==> src/rtl/symfir_pkg.sv <==
package symfir_pkg;
  localparam int unsigned SF_DW   = 10;  // sample width
  localparam int unsigned SF_CW   = 10;  // coefficient width
  localparam int unsigned SF_AW   = 22;  // accumulator width
  localparam int unsigned SF_NTAP = 4;   // multipliers per cell
  localparam int unsigned SF_MAXD = 16;  // longest tap spacing
endpackage

==> src/rtl/symfir_dly_chain.sv <==
// Chain of delay segments with a tap before each segment.
// Tap 0 is the head register; tap s+1 is segment s read at depth dsel.
module symfir_dly_chain #(
  parameter int unsigned DW   = symfir_pkg::SF_DW,
  parameter int unsigned NTAP = symfir_pkg::SF_NTAP,
  parameter int unsigned MAXD = symfir_pkg::SF_MAXD
) (
  input  logic                          clk,
  input  logic                          rst_n,
  input  logic                          sh_en,
  input  logic [DW-1:0]                 din,
  input  logic [$clog2(MAXD)-1:0]       dsel,
  output logic [NTAP-1:0][DW-1:0]       taps
);
  logic [DW-1:0]            head_q;
  logic [NTAP-1:0][DW-1:0]  tap_w;

  always_ff @(posedge clk or negedge rst_n) begin
    if (!rst_n)     head_q <= '0;
    else if (sh_en) head_q <= din;
  end

  assign tap_w[0] = head_q;

  for (genvar s = 0; s < NTAP - 1; s++) begin : g_seg
    logic [MAXD-1:0][DW-1:0] line_q;
    always_ff @(posedge clk or negedge rst_n) begin
      if (!rst_n)     line_q <= '0;
      else if (sh_en) line_q <= {line_q[MAXD-2:0], tap_w[s]};
    end
    assign tap_w[s+1] = line_q[dsel];
  end

  assign taps = tap_w;

  // a frozen chain keeps its head sample
  p_freeze_r5: assert property (@(posedge clk) disable iff (!rst_n)
    !sh_en |=> $stable(head_q));
  // an enabled shift captures the presented sample
  p_capture_r5: assert property (@(posedge clk) disable iff (!rst_n)
    sh_en |=> head_q == $past(din));
endmodule

==> src/rtl/symfir_tap.sv <==
// One tap lane: pre-add/subtract ALU register, then coefficient multiply.
module symfir_tap #(
  parameter int unsigned DW = symfir_pkg::SF_DW,
  parameter int unsigned CW = symfir_pkg::SF_CW
) (
  input  logic                          clk,
  input  logic                          rst_n,
  input  logic [DW-1:0]                 fwd_s,
  input  logic [DW-1:0]                 rev_s,
  input  logic                          zero_a,
  input  logic                          zero_b,
  input  logic                          odd_sym,
  input  logic [CW-1:0]                 coef,
  output logic signed [DW+CW:0]         prod_o
);
  localparam int unsigned ALW = DW + 1;
  localparam int unsigned PW  = ALW + CW;

  function automatic logic signed [ALW-1:0] pre_combine(
    input logic signed [DW-1:0] a,
    input logic signed [DW-1:0] b,
    input logic za,
    input logic zb,
    input logic odd);
    logic signed [ALW-1:0] ea, eb;
    ea = za ? '0 : ALW'(a);
    eb = zb ? '0 : ALW'(b);
    return odd ? (eb - ea) : (eb + ea);
  endfunction

  logic signed [ALW-1:0] alu_q;
  logic signed [CW-1:0]  coef_d;
  logic                  alu_is_zero;

  always_ff @(posedge clk or negedge rst_n) begin
    if (!rst_n) begin
      alu_q  <= '0;
      coef_d <= '0;
      prod_o <= '0;
    end else begin
      alu_q  <= pre_combine($signed(fwd_s), $signed(rev_s), zero_a, zero_b, odd_sym);
      coef_d <= $signed(coef);
      prod_o <= PW'(alu_q) * PW'(coef_d);
    end
  end

  assign alu_is_zero = (alu_q == '0);

  // both operands disabled leaves nothing to combine
  p_zero_both_r4: assert property (@(posedge clk) disable iff (!rst_n)
    (zero_a && zero_b) |=> alu_is_zero);
  // a zero folded sample gives a zero product
  p_prod_zero_r6: assert property (@(posedge clk) disable iff (!rst_n)
    alu_is_zero |=> (prod_o == '0));
endmodule

==> src/rtl/symfir_accum.sv <==
// Lane summation, accumulator with clearable feedback, output holding register.
module symfir_accum #(
  parameter int unsigned NTAP = symfir_pkg::SF_NTAP,
  parameter int unsigned PW   = symfir_pkg::SF_DW + symfir_pkg::SF_CW + 1,
  parameter int unsigned AW   = symfir_pkg::SF_AW
) (
  input  logic                          clk,
  input  logic                          rst_n,
  input  logic [NTAP-1:0][PW-1:0]       prods,
  input  logic                          acc_en,
  output logic signed [AW-1:0]          hold_o
);
  function automatic logic signed [AW-1:0] lane_sum(input logic [NTAP-1:0][PW-1:0] p);
    logic signed [AW-1:0] s;
    s = '0;
    for (int k = 0; k < NTAP; k++) s = s + AW'($signed(p[k]));
    return s;
  endfunction

  logic signed [AW-1:0] sop_q, acc_q;
  logic                 ae_s;
  logic                 dump_evt;

  always_ff @(posedge clk or negedge rst_n) begin
    if (!rst_n) begin
      sop_q  <= '0;
      ae_s   <= 1'b0;
      acc_q  <= '0;
      hold_o <= '0;
    end else begin
      sop_q <= lane_sum(prods);
      ae_s  <= acc_en;
      if (ae_s) begin
        acc_q <= acc_q + sop_q;
      end else begin
        acc_q  <= sop_q;
        hold_o <= acc_q;
      end
    end
  end

  assign dump_evt = !ae_s;

  // accumulating leaves the holding register alone
  p_hold_stable_r7: assert property (@(posedge clk) disable iff (!rst_n)
    !dump_evt |=> $stable(hold_o));
  // a dump moves the running total into the holding register
  p_hold_load_r8: assert property (@(posedge clk) disable iff (!rst_n)
    dump_evt |=> hold_o == $past(acc_q));
  // a dump restarts the total from the current sum alone
  p_restart_r8: assert property (@(posedge clk) disable iff (!rst_n)
    dump_evt |=> acc_q == $past(sop_q));
endmodule

==> src/rtl/symfir_cell.sv <==
module symfir_cell #(
  parameter int unsigned DW   = symfir_pkg::SF_DW,
  parameter int unsigned CW   = symfir_pkg::SF_CW,
  parameter int unsigned AW   = symfir_pkg::SF_AW,
  parameter int unsigned NTAP = symfir_pkg::SF_NTAP,
  parameter int unsigned MAXD = symfir_pkg::SF_MAXD
) (
  input  logic                          clk,
  input  logic                          rst_n,
  input  logic [$clog2(MAXD)-1:0]       dec_sel_i,
  input  logic                          odd_sym_i,
  input  logic                          shift_n_i,
  input  logic                          fwd_n_i,
  input  logic                          rev_n_i,
  input  logic                          acc_en_i,
  input  logic [DW-1:0]                 fwd_dat_i,
  input  logic [DW-1:0]                 rev_dat_i,
  input  logic [NTAP*CW-1:0]            coef_i,
  output logic [AW-1:0]                 hold_o
);
  localparam int unsigned SW = $clog2(MAXD);
  localparam int unsigned PW = DW + 1 + CW;
  localparam int unsigned AE_STAGES = 3;  // sample, ALU, product

  logic [SW-1:0]           dec_q;
  logic                    odd_q, fz_q, rz_q;
  logic [NTAP*CW-1:0]      coef_q;
  logic [AE_STAGES-1:0]    ae_pipe;
  logic                    shift_evt;

  logic [NTAP-1:0][DW-1:0] ftaps, rtaps_raw;
  logic [NTAP-1:0][PW-1:0] prods;
  logic signed [AW-1:0]    hold_w;

  always_ff @(posedge clk or negedge rst_n) begin
    if (!rst_n) begin
      dec_q   <= '0;
      odd_q   <= 1'b0;
      fz_q    <= 1'b0;
      rz_q    <= 1'b0;
      coef_q  <= '0;
      ae_pipe <= '0;
    end else begin
      dec_q   <= dec_sel_i;
      odd_q   <= odd_sym_i;
      fz_q    <= fwd_n_i;
      rz_q    <= rev_n_i;
      coef_q  <= coef_i;
      ae_pipe <= {ae_pipe[AE_STAGES-2:0], acc_en_i};
    end
  end

  assign shift_evt = !shift_n_i;

  symfir_dly_chain #(.DW(DW), .NTAP(NTAP), .MAXD(MAXD)) u_fwd (
    .clk(clk), .rst_n(rst_n), .sh_en(shift_evt), .din(fwd_dat_i),
    .dsel(dec_q), .taps(ftaps));

  symfir_dly_chain #(.DW(DW), .NTAP(NTAP), .MAXD(MAXD)) u_rev (
    .clk(clk), .rst_n(rst_n), .sh_en(shift_evt), .din(rev_dat_i),
    .dsel(dec_q), .taps(rtaps_raw));

  for (genvar k = 0; k < NTAP; k++) begin : g_lane
    logic signed [PW-1:0] lane_prod;
    symfir_tap #(.DW(DW), .CW(CW)) u_tap (
      .clk(clk), .rst_n(rst_n),
      .fwd_s(ftaps[k]), .rev_s(rtaps_raw[NTAP-1-k]),
      .zero_a(fz_q), .zero_b(rz_q), .odd_sym(odd_q),
      .coef(coef_q[k*CW +: CW]), .prod_o(lane_prod));
    assign prods[k] = lane_prod;
  end

  symfir_accum #(.NTAP(NTAP), .PW(PW), .AW(AW)) u_acc (
    .clk(clk), .rst_n(rst_n), .prods(prods),
    .acc_en(ae_pipe[AE_STAGES-1]), .hold_o(hold_w));

  assign hold_o = hold_w;

  // holding register leaves reset at zero
  p_reset_zero_r1: assert property (@(posedge clk)
    $rose(rst_n) |-> (hold_o == '0));
endmodule

==> config.mk <==
export PLATFORM = sky130hd
export DESIGN_NAME = symfir_cell
export DESIGN_NICKNAME = d
export VERILOG_FILES = /design/src/rtl/symfir_pkg.sv /design/src/rtl/symfir_dly_chain.sv /design/src/rtl/symfir_tap.sv /design/src/rtl/symfir_accum.sv /design/src/rtl/symfir_cell.sv
export SDC_FILE = /design/constraint.sdc
export NUM_CORES = 2
export LEC_CHECK = 0
export BUFFER_PORTS_ARGS = -buffer_cell sky130_fd_sc_hd__buf_4
export CAP_MARGIN = 15
export CORE_MARGIN = 10
export CORE_UTILIZATION = 49
export CTS_CLUSTER_SIZE = 24
export DETAILED_ROUTE_END_ITERATION = 7
export PLACE_DENSITY = 0.67
export RECOVER_POWER = 25
export SKIP_CTS_REPAIR_TIMING = 1
export SLEW_MARGIN = 15
export SYNTH_ARGS = -nofsm -noshare
export SYNTH_HDL_FRONTEND = slang
export SYNTH_SLANG_ARGS = --single-unit
==> constraint.sdc <==
create_clock -name clk -period 5 [get_ports clk]
set_clock_uncertainty 0.2 [all_clocks]
set_input_delay 0.25 -clock clk [delete_from_list [all_inputs] [get_ports clk]]
set_output_delay 0.25 -clock clk [all_outputs]
set_load 0.02 [all_outputs]
==> impl_metrics.ini <==
[detailed_routing]
ant_nets = 0
vias = 44100
dr.pass1.iters = 6
drtIter0Drc = 2773
wirelength_um = 156000
vias_per_cell = 5.37
wire_per_inst_um = 19.0
drc_errors = 0

[timing]
slew-limit-headroom = -1.18
tightest_slew_ps = 3260
timing.fmax_ghz = 0.193
worst_slack_ps = -189
finalSetupTns_ps = -1200
setup_viol = 12
fin_crit_ps = 5190
maxSlewViolCount = 575
rsz0062_at_grt = yes
finalCritPeriodShare = 1.04
final-hold-violation-count = 0

[setup_path]
slowest_stage = fa_1
critical_path_class = reg -> reg
critPathBufInv = 4
worst-path-max-fanout = 4
crit_chain = buf_6, buf_6, and2_4, fa_1, fa_1, fa_1, fa_1, inv_1, fa_1, inv_1, ha_4, or3_4, a311oi_2, nor3_2, a211o_1, a21oi_2, xnor2_1
crit_path_max_incr_delay_ps = 540
end_kind = flip-flop
path_depth = 17
rr_worst_depth = 17
arrival_ps = 5660
cp_top_family = adder cells
cp.required_ps = 5470
path_common_cell = fa_1
startpoint_type = flip-flop

[logic_synthesis]
synth_area_um2 = 73800
yosysTopAreaCellShare = 0.429
synth-xor-area-share = 0.0217
avgSynthCellArea_um2 = 13.1
synth_compound_area_frac = 0.0314
yosys-top-cells-count = dfrtp_1 (1265), mux2_2 (1015), inv_1 (610)
ys_ff_latch = 1265
yosysMostFrequentCell = dfrtp_1
synth.net_count = 6430
yosysSeqAreaShare = 0.429
yosys.cell_types.count = 71
ys_warn_count = 0
synth_area_leaders = dfrtp_1 (43%), mux2_2 (15%), fa_1 (12%)
netlist_instances = 5626
synth_edf_count = 0
synth_mux_area_frac = 0.245
synth-adder-area-share = 0.169
synth_top_family_by_area = multiplexers
yosysTopAreaCell = dfrtp_1
postSynth.asyncResetShare = 1.00
yosys.area_share.simple = 0.0565
synth_top_flop_cell = dfrtp_1

[layout]
finalInstanceArea_um2 = 86300
syn2layout_area_growth_pct = 17.0
fillCellCount = 11800
fin_nets = 6899
drive_gt1_frac = 0.363

[hold_path]
whs_path_depth = 2
hold_path.class = in -> reg

[placed_design]
numPortBuffers = 92
dpl_cell_area_um2 = 78900
hpwl_um = 111000
gp_congestion = 0.870

[grt]
grtUsageTotal = 0.185
grt_start_max_net_pins = 185
antenna_found_initial = 7
grt_remaining_overflow = 0
grt_pass1_wl_um = 250000
grt_pass1_vias = 46000

[floorplan]
die_area_um2 = 167000
fp.dieW_um = 408
num_rows = 142
coreArea_um2 = 150000
boundaryPins = 93
die_h_um = 408
start_util = 0.493

[clock_network]
numCtsBuffers = 141
cts_max_level = 4
tritoncts = done
path_clk_slew_ps = 60
cts.sinks = 1265
clock_latency_ps = 800
clockBufferDepth = 3
ctsRootBufferMaster = clkbuf_16

[flow_run]
maxCapViolCount = 8

[status]
failed_checks = capacitance limit, slew limit, setup timing
status = complete, but fails checks
==> cells by family (layout without fill, tap and decap cells) <==
logic type / count (synthesis) / count (layout)
simple gates: 873 / 873
mux: 1316 / 1316
buf+inv: 888 / 1471
flops: 1265 / 1265
fa+ha+maj: 733 / 733
other cells: 0 / 1
compound gates: 368 / 368
xor+xnor: 183 / 183
==> per-stage QoR <==
step            util  worst slack (ps)  instances  hold WS (ps)
2_1_floorplan      -             -40.4       5626          -246
3_3_place_gp   0.527              -240       7808          3.01
3_5_place_dp   0.527              -250       7808          6.61
4_1_cts        0.560              -327       8065          -851
5_1_grt        0.576              -357       8225          26.3
6_report       0.576              -189       8226          38.3
==> path summary, 6_finish.rpt <==
path / from / endpoint / slack [ps]
max in group asynchronous: rst_n / g_lane[2].u_tap.coef_d[2]$_DFF_PN0_ / 880
worst max register to register: g_lane[3].u_tap.alu_q[5]$_DFF_PN0_ / g_lane[3].u_tap.prod_o[20]$_DFF_PN0_ / -190
worst min-delay path: coef_i[1] / coef_q[1]$_DFF_PN0_ / 40
worst max-delay path: g_lane[3].u_tap.alu_q[5]$_DFF_PN0_ / g_lane[3].u_tap.prod_o[20]$_DFF_PN0_ / -190
min in group asynchronous: rst_n / u_acc.acc_q[7]$_DFF_PN0_ / 570
worst min register to register: coef_q[35]$_DFF_PN0_ / g_lane[3].u_tap.coef_d[5]$_DFF_PN0_ / 130
==> final cells by class <==
class                   count  area, um^2  area share
clock buffers             197        4020      0.0466
flip-flops and latches   1265       31700       0.367
multi-input cells        3473       39600       0.458
well taps                2016        2520      0.0292
repair buffers            600        5240      0.0607
diodes                      1        2.50   0.0000290
inverters                 614        2300      0.0267
clock inverters            60         940      0.0109
==> registers in the layout, summed over array words and instances (netlist names), 3 cells and up <==
register and cells:
ae_pipe 3, u_acc.sop_q 22, coef_q 40, u_fwd.head_q 10, u_fwd.g_seg.line_q 480, g_lane.u_tap.alu_q 44, g_lane.u_tap.prod_o 84, dec_q 4
g_lane.u_tap.coef_d 40, u_rev.g_seg.line_q 480, u_acc.hold_o 22, u_rev.head_q 10, u_acc.acc_q 22
==> cells in the final DEF (no fill, tap or decap), types with 16 or more instances in the layout <==
cell	n
a21oi_1	93
o21ai_0	67
clkinv_2	21
nor3_1	35
buf_4	370
ha_4	23
dfrtp_2	41
nor2b_1	52
and2_4	16
inv_1	582
and2_1	145
fa_1	433
xor2_1	37
nand2_1	329
clkbuf_1	35
ha_1	258
clkbuf_4	45
nand3_1	27
nor2_1	134
dlygate4sd3_1	117
xnor2_1	143
mux4_2	289
nand2b_1	30
a21o_1	29
clkbuf_8	28
buf_6	28
nand2_2	25
dfrtp_1	1220
inv_2	29
a21oi_2	18
clkbuf_16	144
buf_12	19
mux2_2	1015
==> per-layer routing <==
metal / track usage / part of all wire / up-vias
met4: 0.0516 / 0.025 / 2
met5: 0 / 0.000083 / -
met2: 0.303 / 0.49 / 778
li1: - / - / 20100
met3: 0.0287 / 0.039 / 219
met1: 0.256 / 0.45 / 23000
Power is left out: the tool's default activity adds up to more than one toggle a clock period on the data nets, which glitch-free logic cannot reach.
